<file path="src/rtl/sdf_pkg.sv">
package sdf_pkg;

    localparam int SDF_NUM_CH = 2;
    localparam int SDF_DIV    = 32;
    localparam int SDF_CNT_W  = 16;
    localparam int SDF_SYNC   = 2;

    typedef struct packed {
        logic level;
        logic rise;
        logic fall;
    } sdf_chan_out_t;

    // Clamp a requested threshold to the two-sample minimum.
    function automatic logic [SDF_CNT_W-1:0] sdf_eff_limit(input logic [SDF_CNT_W-1:0] req);
        if (req < SDF_CNT_W'(2))
            return SDF_CNT_W'(2);
        return req;
    endfunction

endpackage

</file>
<file path="src/rtl/sdf_tick_gen.sv">
module sdf_tick_gen #(
    parameter int DIV = sdf_pkg::SDF_DIV
) (
    input  logic clk,
    input  logic rst,
    output logic tick
);
    localparam int DW = (DIV > 1) ? $clog2(DIV) : 1;
    localparam logic [DW-1:0] LAST = DW'(DIV - 1);

    logic [DW-1:0] phase;

    always_ff @(posedge clk) begin
        if (rst) begin
            phase <= '0;
            tick  <= 1'b0;
        end else begin
            tick <= (phase == LAST);
            if (phase == LAST)
                phase <= '0;
            else
                phase <= phase + DW'(1);
        end
    end
endmodule

</file>
<file path="src/rtl/sdf_sync.sv">
module sdf_sync #(
    parameter int WIDTH  = sdf_pkg::SDF_NUM_CH,
    parameter int STAGES = sdf_pkg::SDF_SYNC
) (
    input  logic             clk,
    input  logic             rst,
    input  logic [WIDTH-1:0] d,
    output logic [WIDTH-1:0] q
);
    logic [WIDTH-1:0] chain [STAGES];

    always_ff @(posedge clk) begin
        if (rst) begin
            for (int s = 0; s < STAGES; s++)
                chain[s] <= '0;
        end else begin
            chain[0] <= d;
            for (int s = 1; s < STAGES; s++)
                chain[s] <= chain[s-1];
        end
    end

    assign q = chain[STAGES-1];
endmodule

</file>
<file path="src/rtl/sdf_channel.sv">
module sdf_channel
    import sdf_pkg::*;
#(
    parameter int CNT_W = SDF_CNT_W
) (
    input  logic             clk,
    input  logic             rst,
    input  logic             tick,
    input  logic             sample,
    input  logic [CNT_W-1:0] rise_lim,
    input  logic [CNT_W-1:0] fall_lim,
    output sdf_chan_out_t    out,
    output logic [CNT_W-1:0] run_cnt
);
    logic [CNT_W-1:0] need;
    logic [CNT_W-1:0] next_cnt;
    logic             accept;

    always_comb begin
        need     = out.level ? fall_lim : rise_lim;
        next_cnt = run_cnt + CNT_W'(1);
        accept   = tick && (sample != out.level) && (next_cnt >= need);
    end

    always_ff @(posedge clk) begin
        if (rst) begin
            out     <= '0;
            run_cnt <= '0;
        end else begin
            out.rise <= 1'b0;
            out.fall <= 1'b0;
            if (tick) begin
                if (sample == out.level) begin
                    run_cnt <= '0;
                end else if (accept) begin
                    run_cnt   <= '0;
                    out.level <= sample;
                    out.rise  <= sample;
                    out.fall  <= ~sample;
                end else begin
                    run_cnt <= next_cnt;
                end
            end
        end
    end
endmodule

</file>
<file path="src/rtl/sensor_debounce_top.sv">
module sensor_debounce_top
    import sdf_pkg::*;
#(
    parameter int NUM_CH = SDF_NUM_CH,
    parameter int DIV    = SDF_DIV,
    parameter int CNT_W  = SDF_CNT_W,
    parameter int SYNC   = SDF_SYNC
) (
    input  logic              clk,
    input  logic              rst,
    input  logic [NUM_CH-1:0] raw_in,
    input  logic [CNT_W-1:0]  rise_limit,
    input  logic [CNT_W-1:0]  fall_limit,
    output logic [NUM_CH-1:0] level,
    output logic [NUM_CH-1:0] rise_pulse,
    output logic [NUM_CH-1:0] fall_pulse
);
    logic              tick;
    logic [NUM_CH-1:0] synced;
    logic [CNT_W-1:0]  rise_eff;
    logic [CNT_W-1:0]  fall_eff;
    logic [CNT_W-1:0]  run_cnt [NUM_CH];

    assign rise_eff = sdf_eff_limit(rise_limit);
    assign fall_eff = sdf_eff_limit(fall_limit);

    sdf_tick_gen #(.DIV(DIV)) u_tick (
        .clk  (clk),
        .rst  (rst),
        .tick (tick)
    );

    sdf_sync #(.WIDTH(NUM_CH), .STAGES(SYNC)) u_sync (
        .clk (clk),
        .rst (rst),
        .d   (raw_in),
        .q   (synced)
    );

    for (genvar i = 0; i < NUM_CH; i++) begin : g_ch
        sdf_chan_out_t ch_out;

        sdf_channel #(.CNT_W(CNT_W)) u_ch (
            .clk      (clk),
            .rst      (rst),
            .tick     (tick),
            .sample   (synced[i]),
            .rise_lim (rise_eff),
            .fall_lim (fall_eff),
            .out      (ch_out),
            .run_cnt  (run_cnt[i])
        );

        assign level[i]      = ch_out.level;
        assign rise_pulse[i] = ch_out.rise;
        assign fall_pulse[i] = ch_out.fall;
    end
endmodule

</file>
<file path="config.mk">
export PLATFORM = sky130hd
export DESIGN_NAME = sensor_debounce_top
export DESIGN_NICKNAME = d
export VERILOG_FILES = /design/src/rtl/sdf_pkg.sv /design/src/rtl/sdf_tick_gen.sv /design/src/rtl/sdf_sync.sv /design/src/rtl/sdf_channel.sv /design/src/rtl/sensor_debounce_top.sv
export SDC_FILE = /design/constraint.sdc
export NUM_CORES = 1
export LEC_CHECK = 0
export ABC_CLOCK_PERIOD_IN_PS = 3300
export BUFFER_PORTS_ARGS = -buffer_cell sky130_fd_sc_hd__buf_4
export CAP_MARGIN = 20
export CELL_PAD_IN_SITES_DETAIL_PLACEMENT = 0
export CELL_PAD_IN_SITES_GLOBAL_PLACEMENT = 2
export CORE_MARGIN = 8
export CORE_UTILIZATION = 35
export DETAILED_ROUTE_END_ITERATION = 6
export HOLD_SLACK_MARGIN = 0.1
export PLACE_DENSITY = 0.83
export SKIP_CTS_REPAIR_TIMING = 1
export SYNTH_ARGS = -nofsm -noshare
export SYNTH_HDL_FRONTEND = slang
export SYNTH_SLANG_ARGS = --single-unit
</file>
<file path="constraint.sdc">
create_clock -name clk -period 3.3 [get_ports clk]
set_input_delay 0.165 -clock clk [delete_from_list [all_inputs] [get_ports clk]]
set_output_delay 0.165 -clock clk [all_outputs]
set_load 0.05 [all_outputs]
</file>
# Word level (Yosys, flattened, before mapping)

Memory sizes are Yosys's and may differ from the RTL's.
Index checks and enable logic that the tools add are counted.

$add $sub $neg: 3
Order comparisons: 4
Bitwise gates (word level): 9
Muxes and demuxes: 17
Reduce and logical (&&, ||, !) cells: 9
Equality and inequality tests: 5

Operators by type and width:

| cell                  | number |
|---|---|
| $mux 16               | 10 |
| $add 16x1->16 const B | 2 |
| $ge 16x16->1          | 2 |
| $lt 16x2->1 const B   | 2 |
| $reduce_or 4->1       | 2 |
| $not 1->1             | 7 |
| $reduce_and 3->1      | 2 |
| $add 5x1->5 const B   | 1 |
| $eq 5x5->1 const B    | 1 |
| $mux 1                | 5 |
| $logic_and 1x1->1     | 4 |
| $mux 2                | 2 |
| $eq 1x1->1            | 2 |
| $ne 1x1->1            | 2 |
| $or 1x1->1            | 2 |
| $reduce_or 2->1       | 1 |

Input bits: 36
Memory bits (writable): 4
Register bits: 44
Memories kept: 1
Output and inout port bits: 6
Word-level logic and storage cells: 58

Memory list:

| memory       | words | width | read ports | clocked after Yosys merged registers in | write ports | RTL line       | source |
|---|---|---|---|---|---|---|---|
| u_sync.chain | 2     | 2     | 2          | 0                                       | 2           | sdf_sync.sv:10 | `logic [WIDTH-1:0] chain [STAGES];` |

# Longest topological paths before layout

Depth in word-level cells: 8
Depth in mapped cells: 14
Depth with buffers taken out: 13

# Hierarchy

From an unflattened synthesis, not the netlist that was laid out.

Cells, all modules: 429
Area total of the unflattened synthesis: 3636.0 µm²

Modules (own cells, without submodules):

| module              | sequential area each (µm²) | area an instance (µm²) | times used | cells an instance |
|---|---|---|---|---|
| sdf_channel         | 380.4                      | 1529.0                 | 2          | 179 |
| sensor_debounce_top | 0.0                        | 235.2                  | 1          | 42 |
| sdf_tick_gen        | 120.1                      | 222.7                  | 1          | 19 |
| sdf_sync            | 80.1                       | 120.1                  | 1          | 10 |

# Least setup slack after synthesis

OpenSTA, ideal clock, no wires.

Path kind: register -> register
Start: register, netlist name g_ch[1].u_ch.out[2]
End: register g_ch[1].u_ch.run_cnt[12]
Library setup time: 0.065 ns
Period minus slack after synthesis: 2.936 ns
Path buffers: 2
Data required time: 3.235 ns
Cell stages (with the launch flop): 11
Setup slack: 0.364 ns
Data arrival time: 2.871 ns
Path through: dfxtp_1 buf_1 mux2i_1 ha_1 a21oi_1 o21ai_1 or4_4 a211oi_4 buf_6 a22oi_1 nor2_1

Longest elaborated chain between the ends: 5
Elaborated cells on any way between the ends: 8
Classes of those cells: order compare: 1; eq/ne: 2; mux: 3; reduce/logical: 2

RTL lines:

| what                                              | RTL line                             | source |
|---|---|---|
| $mux 16 or $ne 1x1->1 (tied branches)             | sdf_channel.sv:20, sdf_channel.sv:22 |  |
| $ge 16x16->1 or $logic_and 1x1->1 (tied branches) | sdf_channel.sv:22                    | `accept = tick && (sample != out.level) && (next_cnt >= need);` |
| $logic_and 1x1->1                                 | sdf_channel.sv:22                    |  |
| $mux 16                                           | sdf_channel.sv:35                    | `end else if (accept) begin` |
| $mux 16 *                                         | sdf_channel.sv:33                    | `if (sample == out.level) begin` |
| end signal: assignment                            | sdf_channel.sv:41                    | `run_cnt <= next_cnt;` |
| end: declaration                                  | sdf_channel.sv:13                    | `output logic [CNT_W-1:0] run_cnt` |

Every way passes the cells marked *; elsewhere a longest branch is shown, timed or not.
A chain may end at the register's enable or synchronous reset.

# Worst setup path after layout

Start: register g_ch[1].u_ch.run_cnt[3]
End: register g_ch[1].u_ch.run_cnt[8]

Longest elaborated chain between the ends: 5

RTL lines:

| what              | RTL line          | source |
|---|---|---|
| $add 16x1->16 *   | sdf_channel.sv:21 | `next_cnt = run_cnt + CNT_W'(1);` |
| $ge 16x16->1      | sdf_channel.sv:22 |  |
| $logic_and 1x1->1 | sdf_channel.sv:22 |  |
| $mux 16 *         | sdf_channel.sv:35 |  |
| $mux 16 *         | sdf_channel.sv:33 |  |

Marked as above.

==> reports/qor.csv <==
metric;value;unit
core area;9240;um^2
H-tree Lvls;2;
Final min period;3110;ps
Cells after Synth;393;
Worst Path Max Fanout;8;
Pwr Total;1.13;mW
yosys warns;0;
Pins Over Slew Limit;0;
fin crit share;0.941;
max-cap violations;0;
IO buf count;41;
clk buf depth;2;
initial DRC count;111;
Final HPWL DP;6760;um
WL final;8750;um
Area contributors post-synth;dfxtp_1 29%, ha_1 13%, mux2i_1 9.0%;
Vias;2899;
design area;4020;um^2
# DRC;0;
Leak;1.64;nW
syn_area_per_cell;8.49;um^2
# IOs;42;
Peak supply drop;153;uV
CP startpoint;g_ch[1].u_ch.run_cnt[3];
initial antenna violation count;0;
TritonCTS clock tree;yes;
post-synth top area share;0.288;
pwr/cell area;281;nW/um^2
Crit. End Element;register;
hold wc startpoint;rst;
Setup CP Type;reg -> reg;
Final Util;0.435;
cell accounting for the most synthesized area;dfxtp_1;
Vert. Die Dim;114;um
routability-driven placement congestion ratio;0.834;
Clock Skew;6.96;ps
Critical Path AT;3340;ps
Worst-Margin Slew;549;ps
Synth Flop Type;dfxtp_1;
worst r2r src;g_ch[1].u_ch.run_cnt[3];
Num CTS Buffers;5;
clock slew at reported path FFs;100;ps
Worst Path Required;3540;ps
Post-Syn Area;3340;um^2
Hold Path Class;in -> reg;
vias in the first global route;2911;
sequential share of the synthesized area;0.288;
post-synth cell types;44;
placed cell areas;3830;um^2
share of cells above drive strength 1;0.197;
wire length per cell;15.3;um
fmax;322;MHz
first-pass GRT wire length;14600;um
final setup vio count;0;
Diodes inserted;0;
largest net degree at the start of global routing;45;
root buffer selected by CTS;clkbuf_8;
FFs w/ async S/R, synth;0;
startpoint types;register;
die area;12900;um^2
WHS;306;ps
Placement Setup Slack;100;ps
status;complete, no violations;
P&R area growth vs syn;20.4;%
fin nets;513;
syn nets;465;
Routed Antenna Nets;0;
grt ovf;0;
Commonest cells post-synth;48 x dfxtp_1, 41 x nor2_1, 36 x ha_1;
vias per cell;5.08;
top-count cell post-synth;dfxtp_1;
Worst slew margin;0.630;
synthesis-stage register bit count;48;
setup ws final;194;ps
# clock sinks;48;
Die W;114;um
GRT Util Overall;0.138;
number of synthesized flops with an enable pin;0;
# rows;35;
drt pass-1 iters;4;
Initial Util;0.361;
hold violation count in the final report;0;
clk_lat worst skew;300;ps
layout make-up:
class	count	area (um^2)
Clock inverter	3	42.5
Multi-Input combinational cell	324	2310
Inverter	6	22.5
Fill cell	926	5220
Clock buffer	5	68.8
Tap cell	129	161
Sequential cell	48	966
Timing Repair Buffer	56	442
final timing paths:
kind / cells after the start / endpoint / slack [ps]
max reg2reg: 12 / g_ch[1].u_ch.run_cnt[8] / 190
min reg2reg: 1 / u_sync.chain[0][3] / 460
min: 2 / u_sync.chain[0][0] / 310
max: 12 / g_ch[1].u_ch.run_cnt[8] / 190
per-stage QoR:
stage          TNS, ps  std cells
6_report             0        571
5_1_grt        -0.0442        571
4_1_cts              0        567
3_5_place_dp         0        559
3_3_place_gp         0        559
2_1_floorplan        0        393
power breakdown:
| group | switching [mW] | internal [mW] |
|---|---|---|
| combinational | 0.0544 | 0.0528 |
| clock | 0.211 | 0.225 |
| sequential | 0.00329 | 0.584 |
cell families (layout without fill, tap and decap cells):
kind of cell    count (synthesis)  after routing  synth area share
simple gates                  163            163             0.251
buf+inv                        21             70            0.0274
flops                          48             48             0.288
fa+ha+maj                      36             36             0.135
xor+xnor                       24             24            0.0630
mux                            32             32            0.0967
compound gates                 69             69             0.139
routing by layer:
layer  track usage  up-vias  wire (um)
li1              -     1516          -
met1         0.167     1357       4050
met2         0.250       20       4470
met3        0.0206        6        151
met4        0.0275        0         91
met5             0        -          0
state kept, by name, indices dropped and copies added (netlist names):
name / flops
u_tick.tick: 1
u_sync.chain: 4
g_ch.u_ch.out: 6
u_tick.phase: 5
g_ch.u_ch.run_cnt: 32
placed cells by master, fill, tap and decap left out, types with 2 or more instances in the layout:
master and instances:
o21a_1 2, nor2_1 41, and2_1 4, nor3_1 11
nand2_1 33, nand4_1 10, and3_1 5, ha_1 36
mux2i_1 30, dlygate4sd3_1 2, dfxtp_2 4, or2_2 8
a21oi_1 22, xnor2_1 13, buf_4 51, nand3_1 15
xor2_1 10, dfxtp_1 44, nor3_2 2, mux2_2 2
nor3b_1 4, nor4_1 8, a22oi_1 22, o21ai_0 14
clkbuf_8 5, inv_1 5, nand2b_1 2, nor2b_1 13
worst max-delay path, cell delays in order (launching register included):
cell	delay [ps]
dfxtp_2	390
and4_4	280
nand4_4	160
nor4_4	310
xor2_1	250
ha_1	300
nand4_1	130
nor2_1	70
or4_4	500
a211oi_4	220
clkbuf_4	250
a22oi_1	80
nor2_1	100
(Power assumes the default switching activity.)
